===== src/rtl/sdint_pkg.sv =====
package sdint_pkg;
  localparam int unsigned STS_W     = 16;
  localparam int unsigned ERR_POS   = 15;
  localparam int unsigned CARD_POS  = 8;
  localparam int unsigned STD_N     = 8;
  localparam int unsigned AUX_N     = 6;
  localparam int unsigned AUX_BASE  = 9;
  localparam logic [STS_W-1:0] W1C_MASK = 16'h7EFF;
endpackage


===== src/rtl/sdint_rst_sync.sv =====
module sdint_rst_sync #(
  parameter int unsigned STAGES = 2
) (
  input  logic clk,
  input  logic rst_n,
  output logic rst_s
);
  logic [STAGES-1:0] sync_q;
  logic [STAGES-1:0] sync_d;

  always_comb begin
    sync_d = {sync_q[STAGES-2:0], 1'b1};
  end

  always_ff @(posedge clk or negedge rst_n) begin
    if (!rst_n) sync_q <= '0;
    else        sync_q <= sync_d;
  end

  assign rst_s = sync_q[STAGES-1];
endmodule


===== src/rtl/sdint_w1c_bit.sv =====
module sdint_w1c_bit (
  input  logic clk,
  input  logic rst_n,
  input  logic set_i,
  input  logic en_i,
  input  logic clr_i,
  output logic q_o
);
  logic q_q;
  logic q_d;
  logic take_set;
  logic load;

  always_comb begin
    take_set = set_i & en_i;
    load     = take_set | clr_i;
    if (take_set)   q_d = 1'b1;
    else if (clr_i) q_d = 1'b0;
    else            q_d = q_q;
  end

  always_ff @(posedge clk or negedge rst_n) begin
    if (!rst_n)    q_q <= 1'b0;
    else if (load) q_q <= q_d;
  end

  assign q_o = q_q;
endmodule


===== src/rtl/sdint_card_track.sv =====
module sdint_card_track (
  input  logic clk,
  input  logic rst_n,
  input  logic card_irq,
  output logic card_q
);
  logic lvl_q;
  logic lvl_d;
  logic chg;

  always_comb begin
    lvl_d = card_irq;
    chg   = lvl_d ^ lvl_q;
  end

  always_ff @(posedge clk or negedge rst_n) begin
    if (!rst_n)   lvl_q <= 1'b0;
    else if (chg) lvl_q <= lvl_d;
  end

  assign card_q = lvl_q;
endmodule


===== src/rtl/sdint_irq_gen.sv =====
module sdint_irq_gen #(
  parameter int unsigned W = 16
) (
  input  logic         clk,
  input  logic         rst_n,
  input  logic [W-1:0] vis_i,
  input  logic [W-1:0] sig_en,
  output logic         irq_o
);
  logic irq_q;
  logic irq_d;

  always_comb begin
    irq_d = |(vis_i & sig_en);
  end

  always_ff @(posedge clk or negedge rst_n) begin
    if (!rst_n) irq_q <= 1'b0;
    else        irq_q <= irq_d;
  end

  assign irq_o = irq_q;
endmodule


===== src/rtl/sd_irq_status.sv =====
module sd_irq_status
  import sdint_pkg::*;
#(
  parameter int unsigned ERR_W       = 16,
  parameter int unsigned SYNC_STAGES = 2
) (
  input  logic             clk,
  input  logic             rst_n,
  input  logic             reg_wr,
  input  logic [15:0]      reg_wdata,
  output logic [15:0]      reg_rdata,
  input  logic [15:0]      stat_en,
  input  logic [15:0]      sig_en,
  input  logic [7:0]       ev_std,
  input  logic [5:0]       ev_aux,
  input  logic [ERR_W-1:0] err_stat,
  input  logic             card_irq,
  output logic             irq_out
);
  logic             rst_s;
  logic [STS_W-1:0] sts_raw;
  logic [STS_W-1:0] sts_vis;
  logic [STS_W-1:0] clr_vec;
  logic             err_any;
  logic             card_q;
  logic             unused_wbits;

  sdint_rst_sync #(.STAGES(SYNC_STAGES)) u_rst (
    .clk   (clk),
    .rst_n (rst_n),
    .rst_s (rst_s)
  );

  always_comb begin
    clr_vec = reg_wr ? (reg_wdata & W1C_MASK) : '0;
    err_any = |err_stat;
  end

  assign unused_wbits = reg_wdata[ERR_POS] ^ reg_wdata[CARD_POS];

  sdint_card_track u_card (
    .clk      (clk),
    .rst_n    (rst_s),
    .card_irq (card_irq),
    .card_q   (card_q)
  );

  for (genvar i = 0; i < STS_W; i++) begin : g_bit
    if (i == ERR_POS) begin : g_err
      assign sts_raw[i] = err_any;
    end else if (i == CARD_POS) begin : g_card
      assign sts_raw[i] = card_q;
    end else if (i < STD_N) begin : g_std
      sdint_w1c_bit u_b (
        .clk   (clk),
        .rst_n (rst_s),
        .set_i (ev_std[i]),
        .en_i  (stat_en[i]),
        .clr_i (clr_vec[i]),
        .q_o   (sts_raw[i])
      );
    end else begin : g_aux
      sdint_w1c_bit u_b (
        .clk   (clk),
        .rst_n (rst_s),
        .set_i (ev_aux[i-AUX_BASE]),
        .en_i  (stat_en[i]),
        .clr_i (clr_vec[i]),
        .q_o   (sts_raw[i])
      );
    end
  end

  assign sts_vis   = sts_raw & stat_en;
  assign reg_rdata = sts_vis;

  sdint_irq_gen #(.W(STS_W)) u_irq (
    .clk    (clk),
    .rst_n  (rst_s),
    .vis_i  (sts_vis),
    .sig_en (sig_en),
    .irq_o  (irq_out)
  );
endmodule


===== config.mk =====
export PLATFORM = sky130hd
export DESIGN_NAME = sd_irq_status
export DESIGN_NICKNAME = d
export VERILOG_FILES = /design/src/rtl/sdint_pkg.sv /design/src/rtl/sdint_rst_sync.sv /design/src/rtl/sdint_w1c_bit.sv /design/src/rtl/sdint_card_track.sv /design/src/rtl/sdint_irq_gen.sv /design/src/rtl/sd_irq_status.sv
export SDC_FILE = /design/constraint.sdc
export NUM_CORES = 1
export LEC_CHECK = 0
export ABC_AREA = 1
export CAP_MARGIN = 30
export CORE_MARGIN = 4
export CORE_UTILIZATION = 54
export DETAILED_ROUTE_END_ITERATION = 10
export DONT_BUFFER_PORTS = 1
export PLACE_DENSITY_LB_ADDON = 0.15
export SLEW_MARGIN = 10
export SYNTH_ARGS = -nofsm -noshare
export SYNTH_HDL_FRONTEND = slang
export SYNTH_SLANG_ARGS = --single-unit
export TNS_END_PERCENT = 1

===== constraint.sdc =====
create_clock -name clk -period 0.8 [get_ports clk]
set_clock_uncertainty 0.15 [all_clocks]
set_input_delay 0 -clock clk [delete_from_list [all_inputs] [get_ports clk]]
set_output_delay 0 -clock clk [all_outputs]
set_load 0.01 [all_outputs]

==> reports/results.ini, run 1 <==
[clocking]
cts_hold_buf = 43
cts_setup_buffers = 0
clockBufferDepth = 2
post_cts_resize_count = 31
htree_num_levels = 1
cts-root-buf = clkbuf_4
cts_buffers = 3
cts_sinks = 18

[place]
io_buffer_count = 0
dp_hpwl_mm = 2.096
routabilityCongestion = 0.7196

[die]
std_cell_rows = 14
start_util_pct = 60.20
ios = 99
die_height_microns = 50.16
die_w_microns = 50.16

[synth]
yosysUniqueCellTypes = 10
avgSynthCellArea_sq_um = 7.556
synth_nets = 209
synth_cells = 127
yosysWarningCount = 0
synth_seq_cells = 18
synth-seq-area-share_pct = 46.94
synth_area_sq_um = 959.7

[status]
error = [ERROR DPL-0038] Utilization greater than 100%, impossible to legalize
status = stopped before the end
stop_stage = 4_1_cts

## synthesized netlist by cell type
library cell  count  area (sq um)
a21boi_0          1         7.510
a22o_1           14         122.6
buf_6             1         11.26
clkbuf_1          1         3.750
conb_1            1         3.750
dfrtp_1          18         450.4
inv_1            16         60.06
nand2_1          44         165.2
nand3_1          15         75.07
nor2_1           16         60.06
## through the flow
stage	setup TNS (ns)	area [sq um]	util, %	instances	setup slack (ns)
floorplan	-0.4642	959.7	-	127	-0.2104
detailed placement	-2.267	1085	68.05	162	-0.3036
global placement	-2.072	1085	68.05	162	-0.2644
## cell families after synthesis
group / Yosys count / share of synthesized area (%)
other: 1 / 0.3908
AND/OR/NAND/NOR: 75 / 31.29
flip-flops: 18 / 46.94
AO/OA/AOI/OAI: 15 / 13.56
buffers and inverters: 18 / 7.822
==> run 2, diff against run 1 <==
- CORE_AREA: default -> 4 4 65 67
- CORE_MARGIN: 4 -> default
- CORE_UTILIZATION: 54 -> default
- DIE_AREA: default -> 0 0 69 71
- clock period: 0.8 -> 1 ns (I/O delays scaled with it)
==> reports/results.ini, run 2 <==
[critical_path]
cp-end-kind = register
crit_required_ns = 0.99
critical_path_class = in -> reg
arrival_ns = 1.12
start_kind = input pin
crit_fanout = 3

[synth]
async_flop_share_pct = 100.0
yosysWarningCount = 0
synth_edf_count = 0
yosysMostFrequentCell = nand2_1
synth_top_area_share_pct = 46.94
synth_seq_cells = 18
synthFlopType = dfrtp_1
ys_top_cells_by_count = nand2_1, dfrtp_1, inv_1, nor2_1, nand3_1
synth_nets = 209
synth_area_sq_um = 959.7
synth_cells = 127
synth-seq-area-share_pct = 46.94
avgSynthCellArea_sq_um = 7.556
synth_area_leader_cell = dfrtp_1
yosysUniqueCellTypes = 10
synth_area_leaders = dfrtp_1, nand2_1, a22o_1

[die]
start_util_pct = 26.41
die_height_microns = 71
die_w_microns = 69
ios = 99
core_area_sq_um = 3633
dieArea_sq_um = 4899
std_cell_rows = 22

[timing]
drv_slew = 0
rsz0062_at_grt = true
finalCritPeriodShare_pct = 113.0
final.min_clock_period_ns = 1.130
max_freq_mhz = 884.9
fin_ws_ns = -0.1301
setup_viol = 8
final-hold-violation-count = 3
hold_slack_ns = -0.2510
final.setup.tns_ns = -0.4055

[routing]
wl_mm = 3.619
ant_nets = 0
drc = 0
wire_per_inst_microns = 15.21
firstDrtPassIters = 4
vias_per_cell = 4.702
num_vias = 1119
dr.first_iter.drc_count = 9

[cells_and_area]
fin_nets = 274
ff_latch_area_sq_um = 450.4
largest_reg_flops = 8
final_cell_mix = dlygate4sd3_1, nand2_1, dfrtp_1, nor2_1, a22o_1
layout_commonest_cell = dlygate4sd3_1
synthToLayoutAreaGrowth_pct = 82.66
multi_input_area_sq_um = 508.0
diodes = 0
utilization_pct = 48.24
fillCellCount = 335
drive_gt1_share_pct = 25.26

[global_routing]
track_usage_pct = 14.79
antenna_found_initial = 0
grt_max_degree = 10
grt_first_pass_wirelength_mm = 5.809
grt_pass1_vias = 1220
gr-total-overflow = 0

[place]
routabilityCongestion = 0.7819
pre_cts_slack_ns = -0.1383
dp_hpwl_mm = 2.305
io_buffer_count = 0

[clocking]
htree_num_levels = 1
clkTransAtPathRegs_ns = 0.06
cts-root-buf = clkbuf_8
cts_sinks = 18
clockBufferDepth = 2
clock_latency_ns = 0.24
cts_tree = built
cts_buffers = 3

[power]
cellLeakagePower_nw = 0.8643
p_total_mw = 1.961
power_density_nw_per_um2 = 1118
vdd_ir_drop_max_mv = 0.7054

[min_path]
hold_path.class = in -> reg

[job]
cap_viol_max_count = 0

[status]
violations = hold timing, setup timing
status = finished with violations

run 2: cell counts after synthesis:
Identical to the previous run, type by type.
run 2: cells by family after synthesis:
kind of cell | share of synthesized area [%]
buffers and inverters | 7.822
DFF | 46.94
other | 0.3908
AOI/OAI and AO/OA | 13.56
and+or+nand+nor | 31.29
run 2: area by class of cell:
type                       count  area share, %
timing repair buffer          62          35.97
multi-input combinational     91          28.98
inverter                      16          3.569
tap                           48          3.426
clock buffer                   3          2.355
sequential                    18          25.70
run 2: critical path: stages:
cell	delay, ns
dlygate4sd3_1	0.61
nand3_1	0.11
nand2_1	0.05
nor2_1	0.11
nand2_1	0.07
nor2_1	0.10
nand2_1	0.05
run 2: per-layer routing:
| metal | global-route usage [%] | share of wire, % | vias up | wire [microns] |
|---|---|---|---|---|
| li1 | - | - | 533 | - |
| met5 | 0 | 0 | - | 0 |
| met3 | 5.398 | 8.5 | 8 | 307 |
| met2 | 27.86 | 55 | 63 | 1980 |
| met1 | 15.19 | 35 | 515 | 1257 |
| met4 | 4.555 | 2.0 | 0 | 73 |
run 2: per-stage QoR:
step | instance area, sq um | std cells
floorplan | 959.7 | 127
global placement | 1110 | 187
detailed placement | 1110 | 187
CTS | 1674 | 235
global route | 1753 | 238
finish | 1753 | 238
run 2: timing repair:
item,CTS,global route
pin swaps,15,7
resized for setup,35,15
endpoints found under the setup margin,13,26
hold endpoints to repair,34,5
gates cloned,0,0
hold buffers,45,2
setup buffers,0,1
run 2: worst paths after layout:
path / start / end / slack (ns) / depth (start not counted)
max in group asynchronous: rst_n / u_rst.sync_q[1]$_DFF_PN0_ / 0.20 / 2
worst max-delay path: stat_en[5] / u_irq.irq_o$_DFF_PN0_ / -0.13 / 7
worst max register to register: g_bit[7].g_std.u_b.q_o$_DFFE_PN0P_ / u_irq.irq_o$_DFF_PN0_ / -0.12 / 6
worst min-delay path: stat_en[11] / g_bit[11].g_aux.u_b.q_o$_DFFE_PN0P_ / -0.25 / 1
min in group asynchronous: u_rst.sync_q[1]$_DFF_PN0_ / g_bit[13].g_aux.u_b.q_o$_DFFE_PN0P_ / 0.01 / 1
worst min register to register: u_rst.sync_q[1]$_DFF_PN0_ / g_bit[13].g_aux.u_b.q_o$_DFFE_PN0P_ / 0.01 / 1
run 2: power breakdown:
part           internal (mW)  leakage, nW  switching (mW)
Sequential             0.803        0.203          0.0553
Clock                  0.267       0.0216           0.219
Combinational          0.357        0.640           0.259
Total                   1.43        0.864           0.534
(Power assumes the default switching activity.)
==> run 3, diff against run 2 <==
--- a/config.mk
+++ b/config.mk
@@ -14,2 +14,3 @@
 export PLACE_DENSITY_LB_ADDON = 0.15
+export SETUP_SLACK_MARGIN = 0.4
 export SLEW_MARGIN = 10
==> constraint.sdc (replaced) <==
create_clock -name clk -period 1 [get_ports clk]
set_clock_uncertainty 0.15 [all_clocks]
set_input_delay 0.1 -clock clk [delete_from_list [all_inputs] [get_ports clk]]
set_output_delay 0.1 -clock clk [all_outputs]
set_load 0.01 [all_outputs]
==> reports/results.ini, run 3 (synthesized netlist as in run 2, its figures left out) <==
[critical_path]
rrSetupSlack_ns = -0.10
reg2reg_from = g_bit[11].g_aux.u_b.q_o$_DFFE_PN0P_
critPathSlowestCell = dfrtp_1
crit_family = flip-flops
crit_required_ns = 0.75
start_kind = register
critical_path_class = reg -> out
crit_fanout = 2
cp_cell_sequence = buf_6 -> nand2_4 -> inv_2
r2r_end = u_irq.irq_o$_DFF_PN0_
critical-path-max-stage-delay_ns = 0.40
crit_end = reg_rdata[4]
reg2regPathDepth = 6
cp-end-kind = primary output
path_depth = 3
path_buf_inv = 2
startpoint = g_bit[4].g_std.u_b.q_o$_DFFE_PN0P_
arrival_ns = 0.87

[cells_and_area]
diodes = 0
drive_gt1_share_pct = 40.41
fillCellCount = 394
ff_latch_area_sq_um = 450.4
synthToLayoutAreaGrowth_pct = 39.11
multi_input_area_sq_um = 530.5
final_cell_mix = nand2_1, dfrtp_1, inv_2, a22o_1
fin_nets = 229
largest_reg_flops = 8
layout_commonest_cell = nand2_1

[timing]
hold_slack_ns = -0.2735
finalCritPeriodShare_pct = 112.5
fin_ws_ns = -0.1249
setup_viol = 17
final.setup.tns_ns = -1.521
max_freq_mhz = 888.9
drv_slew = 0
final-hold-violation-count = 18
final.min_clock_period_ns = 1.125
rsz0062_at_grt = true

[min_path]
hold_depth = 0
hp-start = card_irq
hold_path.class = in -> reg

[die]
ios = 99
core_area_sq_um = 3633
dieArea_sq_um = 4899
die_height_microns = 71
start_util_pct = 26.41
die_w_microns = 69
std_cell_rows = 22

[clocking]
cts_sinks = 18
htree_num_levels = 1
clockBufferDepth = 2
cts-root-buf = clkbuf_8
clkTransAtPathRegs_ns = 0.07
cts_buffers = 3
clock_latency_ns = 0.25
cts_hold_buf = 1
cts_tree = built

[place]
io_buffer_count = 0
routabilityCongestion = 0.7739
dp_hpwl_mm = 2.256
pre_cts_slack_ns = -0.1143

[power]
vdd_ir_drop_max_mv = 0.5379
pwr-share-comb_pct = 23.6
cellLeakagePower_nw = 0.6821
power_density_nw_per_um2 = 1415
pwr-share-clk_pct = 31.1
power.switching_mw = 0.4885
p_int_mw = 1.401
p_sw_share_pct = 25.86
p_seq_share_pct = 45.3

[global_routing]
grt_pass1_vias = 992
grt_first_pass_wirelength_mm = 4.395
antenna_found_initial = 0
grt_max_degree = 15
track_usage_pct = 11.02
gr-total-overflow = 0

[routing]
wire_per_inst_microns = 14.14
drc = 0
firstDrtPassIters = 4
ant_nets = 0
wl_mm = 2.744
vias_per_cell = 4.758
dr.first_iter.drc_count = 6
num_vias = 923

[status]
violations = hold timing, setup timing
status = finished with violations

[job]
cap_viol_max_count = 0

-- run 3: cell types whose count changed in the layout (fill, tap and decap cells not counted) --
| cell | previous run | this run |
|---|---|---|
| buf_6 | 12 | 13 |
| inv_4 | 1 | 0 |
| inv_2 | 12 | 15 |
| inv_1 | 3 | 1 |
| clkbuf_8 | 3 | 4 |
| dlygate4sd3_1 | 46 | 1 |
| dlymetal6s4s_1 | 1 | 0 |
| nor2_2 | 1 | 7 |
| nor2_4 | 0 | 1 |
| nor2_1 | 15 | 8 |
-- run 3: worst min path at each step --
stage | end | slack, ns
finish | u_card.card_q$_DFFE_PN0P_ | -0.27
global placement | u_rst.sync_q[0]$_DFF_PN0_ | -0.35
global route | u_card.card_q$_DFFE_PN0P_ | -0.29
CTS | u_card.card_q$_DFFE_PN0P_ | -0.28
floorplan | u_rst.sync_q[0]$_DFF_PN0_ | -0.35
detailed placement | u_rst.sync_q[0]$_DFF_PN0_ | -0.35
-- run 3: routing by layer --
layer / vias up / track usage (%) / wire length (microns)
met5: - / 0 / 0
met4: 0 / 3.254 / 17
met3: 2 / 4.972 / 319
met2: 54 / 18.33 / 1367
met1: 425 / 12.79 / 1040
li1: 442 / - / -
-- run 3: layout make-up --
class	count	share of cell area (%)
multi-input cells	91	39.74
flip-flops and latches	18	33.74
repair buffers	17	13.40
inverters	16	4.499
well taps	48	4.499
clock buffers	4	4.124
-- run 3: what timing repair did --
item,4_1_cts,5_1_grt
resized for setup,45,14
endpoints found under the setup margin,33,33
setup buffers,2,0
hold endpoints to repair,18,18
pin swaps,26,11
-- run 3: power groups by stage --
stage | sequential [mW] | clock (mW) | combinational (mW)
detailed placement | 0.856 | 0 | 0.344
finish | 0.855 | 0.588 | 0.446
CTS | 0.854 | 0.623 | 0.430
global route | 0.865 | 0.653 | 0.494
floorplan | 0.866 | 0 | 0.204
global placement | 0.855 | 0 | 0.337
-- run 3: stage by stage --
stage | util [%] | hold slack [ns] | cells | cell area (sq um) | total power [mW]
detailed placement | 30.54 | -0.3455 | 187 | 1110 | 1.200
floorplan | - | -0.3456 | 127 | 959.7 | 1.070
finish | 36.74 | -0.2735 | 194 | 1335 | 1.889
CTS | 35.37 | -0.2837 | 194 | 1285 | 1.908
global placement | 30.54 | -0.3455 | 187 | 1110 | 1.191
global route | 36.74 | -0.2913 | 194 | 1335 | 2.012
-- run 3: worst reg2reg max path: stages (launching register included) --
cell	delay [ns]
dfrtp_1	0.40
nand3_1	0.09
nand2_1	0.06
nor2_2	0.11
nand2_1	0.06
nor2_1	0.08
nand2_1	0.05
==> run 4, diff against run 3 <==
- CTS_BUF_LIST: default -> sky130_fd_sc_hd__clkbuf_16
- SKIP_LAST_GASP: default -> 1
==> reports/results.ini, run 4 (synthesized netlist as in run 2, its figures left out) <==
[status]
status = finished with violations
violations = hold timing, setup timing

[global_routing]
track_usage_pct = 10.81
grt_pass1_vias = 972
antenna_found_initial = 0
grt_first_pass_wirelength_mm = 4.305
gr-total-overflow = 0
grt_max_degree = 15

[job]
cap_viol_max_count = 0

[routing]
vias_per_cell = 4.711
ant_nets = 0
drc = 0
wire_per_inst_microns = 13.97
num_vias = 914
wl_mm = 2.711
firstDrtPassIters = 4
dr.first_iter.drc_count = 9

[place]
dp_hpwl_mm = 2.256
place_area_sq_um = 1110
io_buffer_count = 0
routabilityCongestion = 0.7739

[min_path]
hold_path.class = in -> reg

[critical_path]
crit_fanout = 2
arrival_ns = 0.87
start_kind = register
critical_path_class = reg -> out
cp-end-kind = primary output
crit_required_ns = 0.75

[power]
vdd_ir_drop_max_mv = 0.6077
cellLeakagePower_nw = 0.6696
power_density_nw_per_um2 = 1602

[timing]
rsz0062_at_grt = true
finalCritPeriodShare_pct = 112.0
fin_ws_ns = -0.1195
max_freq_mhz = 893.2
setup_viol = 17
final-hold-violation-count = 18
final.min_clock_period_ns = 1.120
hold_slack_ns = -0.2671
drv_slew = 0

[die]
dieArea_sq_um = 4899
core_area_sq_um = 3633
std_cell_rows = 22
ios = 99
start_util_pct = 26.41
die_w_microns = 69
die_height_microns = 71

[clocking]
clockBufferDepth = 2
clock_latency_ns = 0.24
cts_buffers = 3
cts_hold_buf = 1
cts_tree = built
cts_sinks = 18
clkTransAtPathRegs_ns = 0.05
cts-root-buf = clkbuf_16
htree_num_levels = 1

[cells_and_area]
fin_nets = 229
multi_input_area_sq_um = 466.7
largest_reg_flops = 8
final_cell_area_sq_um = 1265
fillCellCount = 401
drive_gt1_share_pct = 26.03
final_cell_mix = nand2_1, dfrtp_1, nor2_1, a22o_1, nand3_1
layout_commonest_cell = nand2_1
ff_latch_area_sq_um = 450.4
diodes = 0
synthToLayoutAreaGrowth_pct = 31.81

run 4: cell types whose count changed in the layout (fill, tap and decap cells not counted), sizes merged:
cell	before	now
clkbuf	4	3
clkinv	0	1
run 4: critical path: stages (launching register included):
cell	delay, ns
dfrtp_1	0.40
buf_6	0.13
nand2_2	0.05
inv_2	0.05
run 4: repair_timing:
item	4_1_cts	5_1_grt
setup endpoints to repair	33	33
gates resized for setup	23	1
buffers inserted	2	0
cloned	0	0
endpoints found under the hold margin	18	18
pin swaps	4	1
run 4: path summary, 6_finish.rpt:
path / depth (start not counted) / slack, ns / end / startpoint
worst max-delay path: 3 / -0.12 / reg_rdata[4] / g_bit[4].g_std.u_b.q_o$_DFFE_PN0P_
worst min-delay path: 0 / -0.27 / u_card.card_q$_DFFE_PN0P_ / card_irq
worst max register to register: 6 / -0.09 / u_irq.irq_o$_DFF_PN0_ / g_bit[7].g_std.u_b.q_o$_DFFE_PN0P_
worst min register to register: 1 / 0.02 / g_bit[13].g_aux.u_b.q_o$_DFFE_PN0P_ / u_rst.sync_q[1]$_DFF_PN0_
max in group asynchronous: 1 / 0.55 / g_bit[4].g_std.u_b.q_o$_DFFE_PN0P_ / u_rst.sync_q[1]$_DFF_PN0_
min in group asynchronous: 1 / -0.06 / u_rst.sync_q[0]$_DFF_PN0_ / rst_n
run 4: cell type report:
type	count	share of cell area, %
Clock buffer	3	5.935
Clock inverter	1	0.2967
Inverter	16	4.748
Multi-Input combinational cell	91	36.89
Sequential cell	18	35.61
Tap cell	48	4.748
Timing Repair Buffer	17	11.77
run 4: report_power, final:
| part | switching (mW) | leakage (nW) | internal (mW) |
|---|---|---|---|
| clock network | 0.256 | 0.0385 | 0.531 |
| logic | 0.177 | 0.428 | 0.212 |
| registers | 0.0475 | 0.203 | 0.804 |
| total | 0.480 | 0.670 | 1.55 |
run 4: routing by layer:
metal  GRT usage [%]  vias up  wire length, microns
li1                -      444                     -
met1           12.71      414                  1028
met2           17.90       54                  1354
met3           4.688        2                   310
met4           3.254        0                    17
met5               0        -                     0
run 4: metrics by stage:
step,TNS [ns],cells,power (mW),utilization [%],worst slack (ns)
finish,-1.654,194,2.026,34.81,-0.1195
global placement,-0.1070,187,1.191,30.54,-0.1070
floorplan,-0.01043,127,1.070,-,-0.01043
global route,-2.435,194,2.158,34.81,-0.1921
CTS,-1.791,194,2.069,34.75,-0.1217
detailed placement,-0.1143,187,1.200,30.54,-0.1143
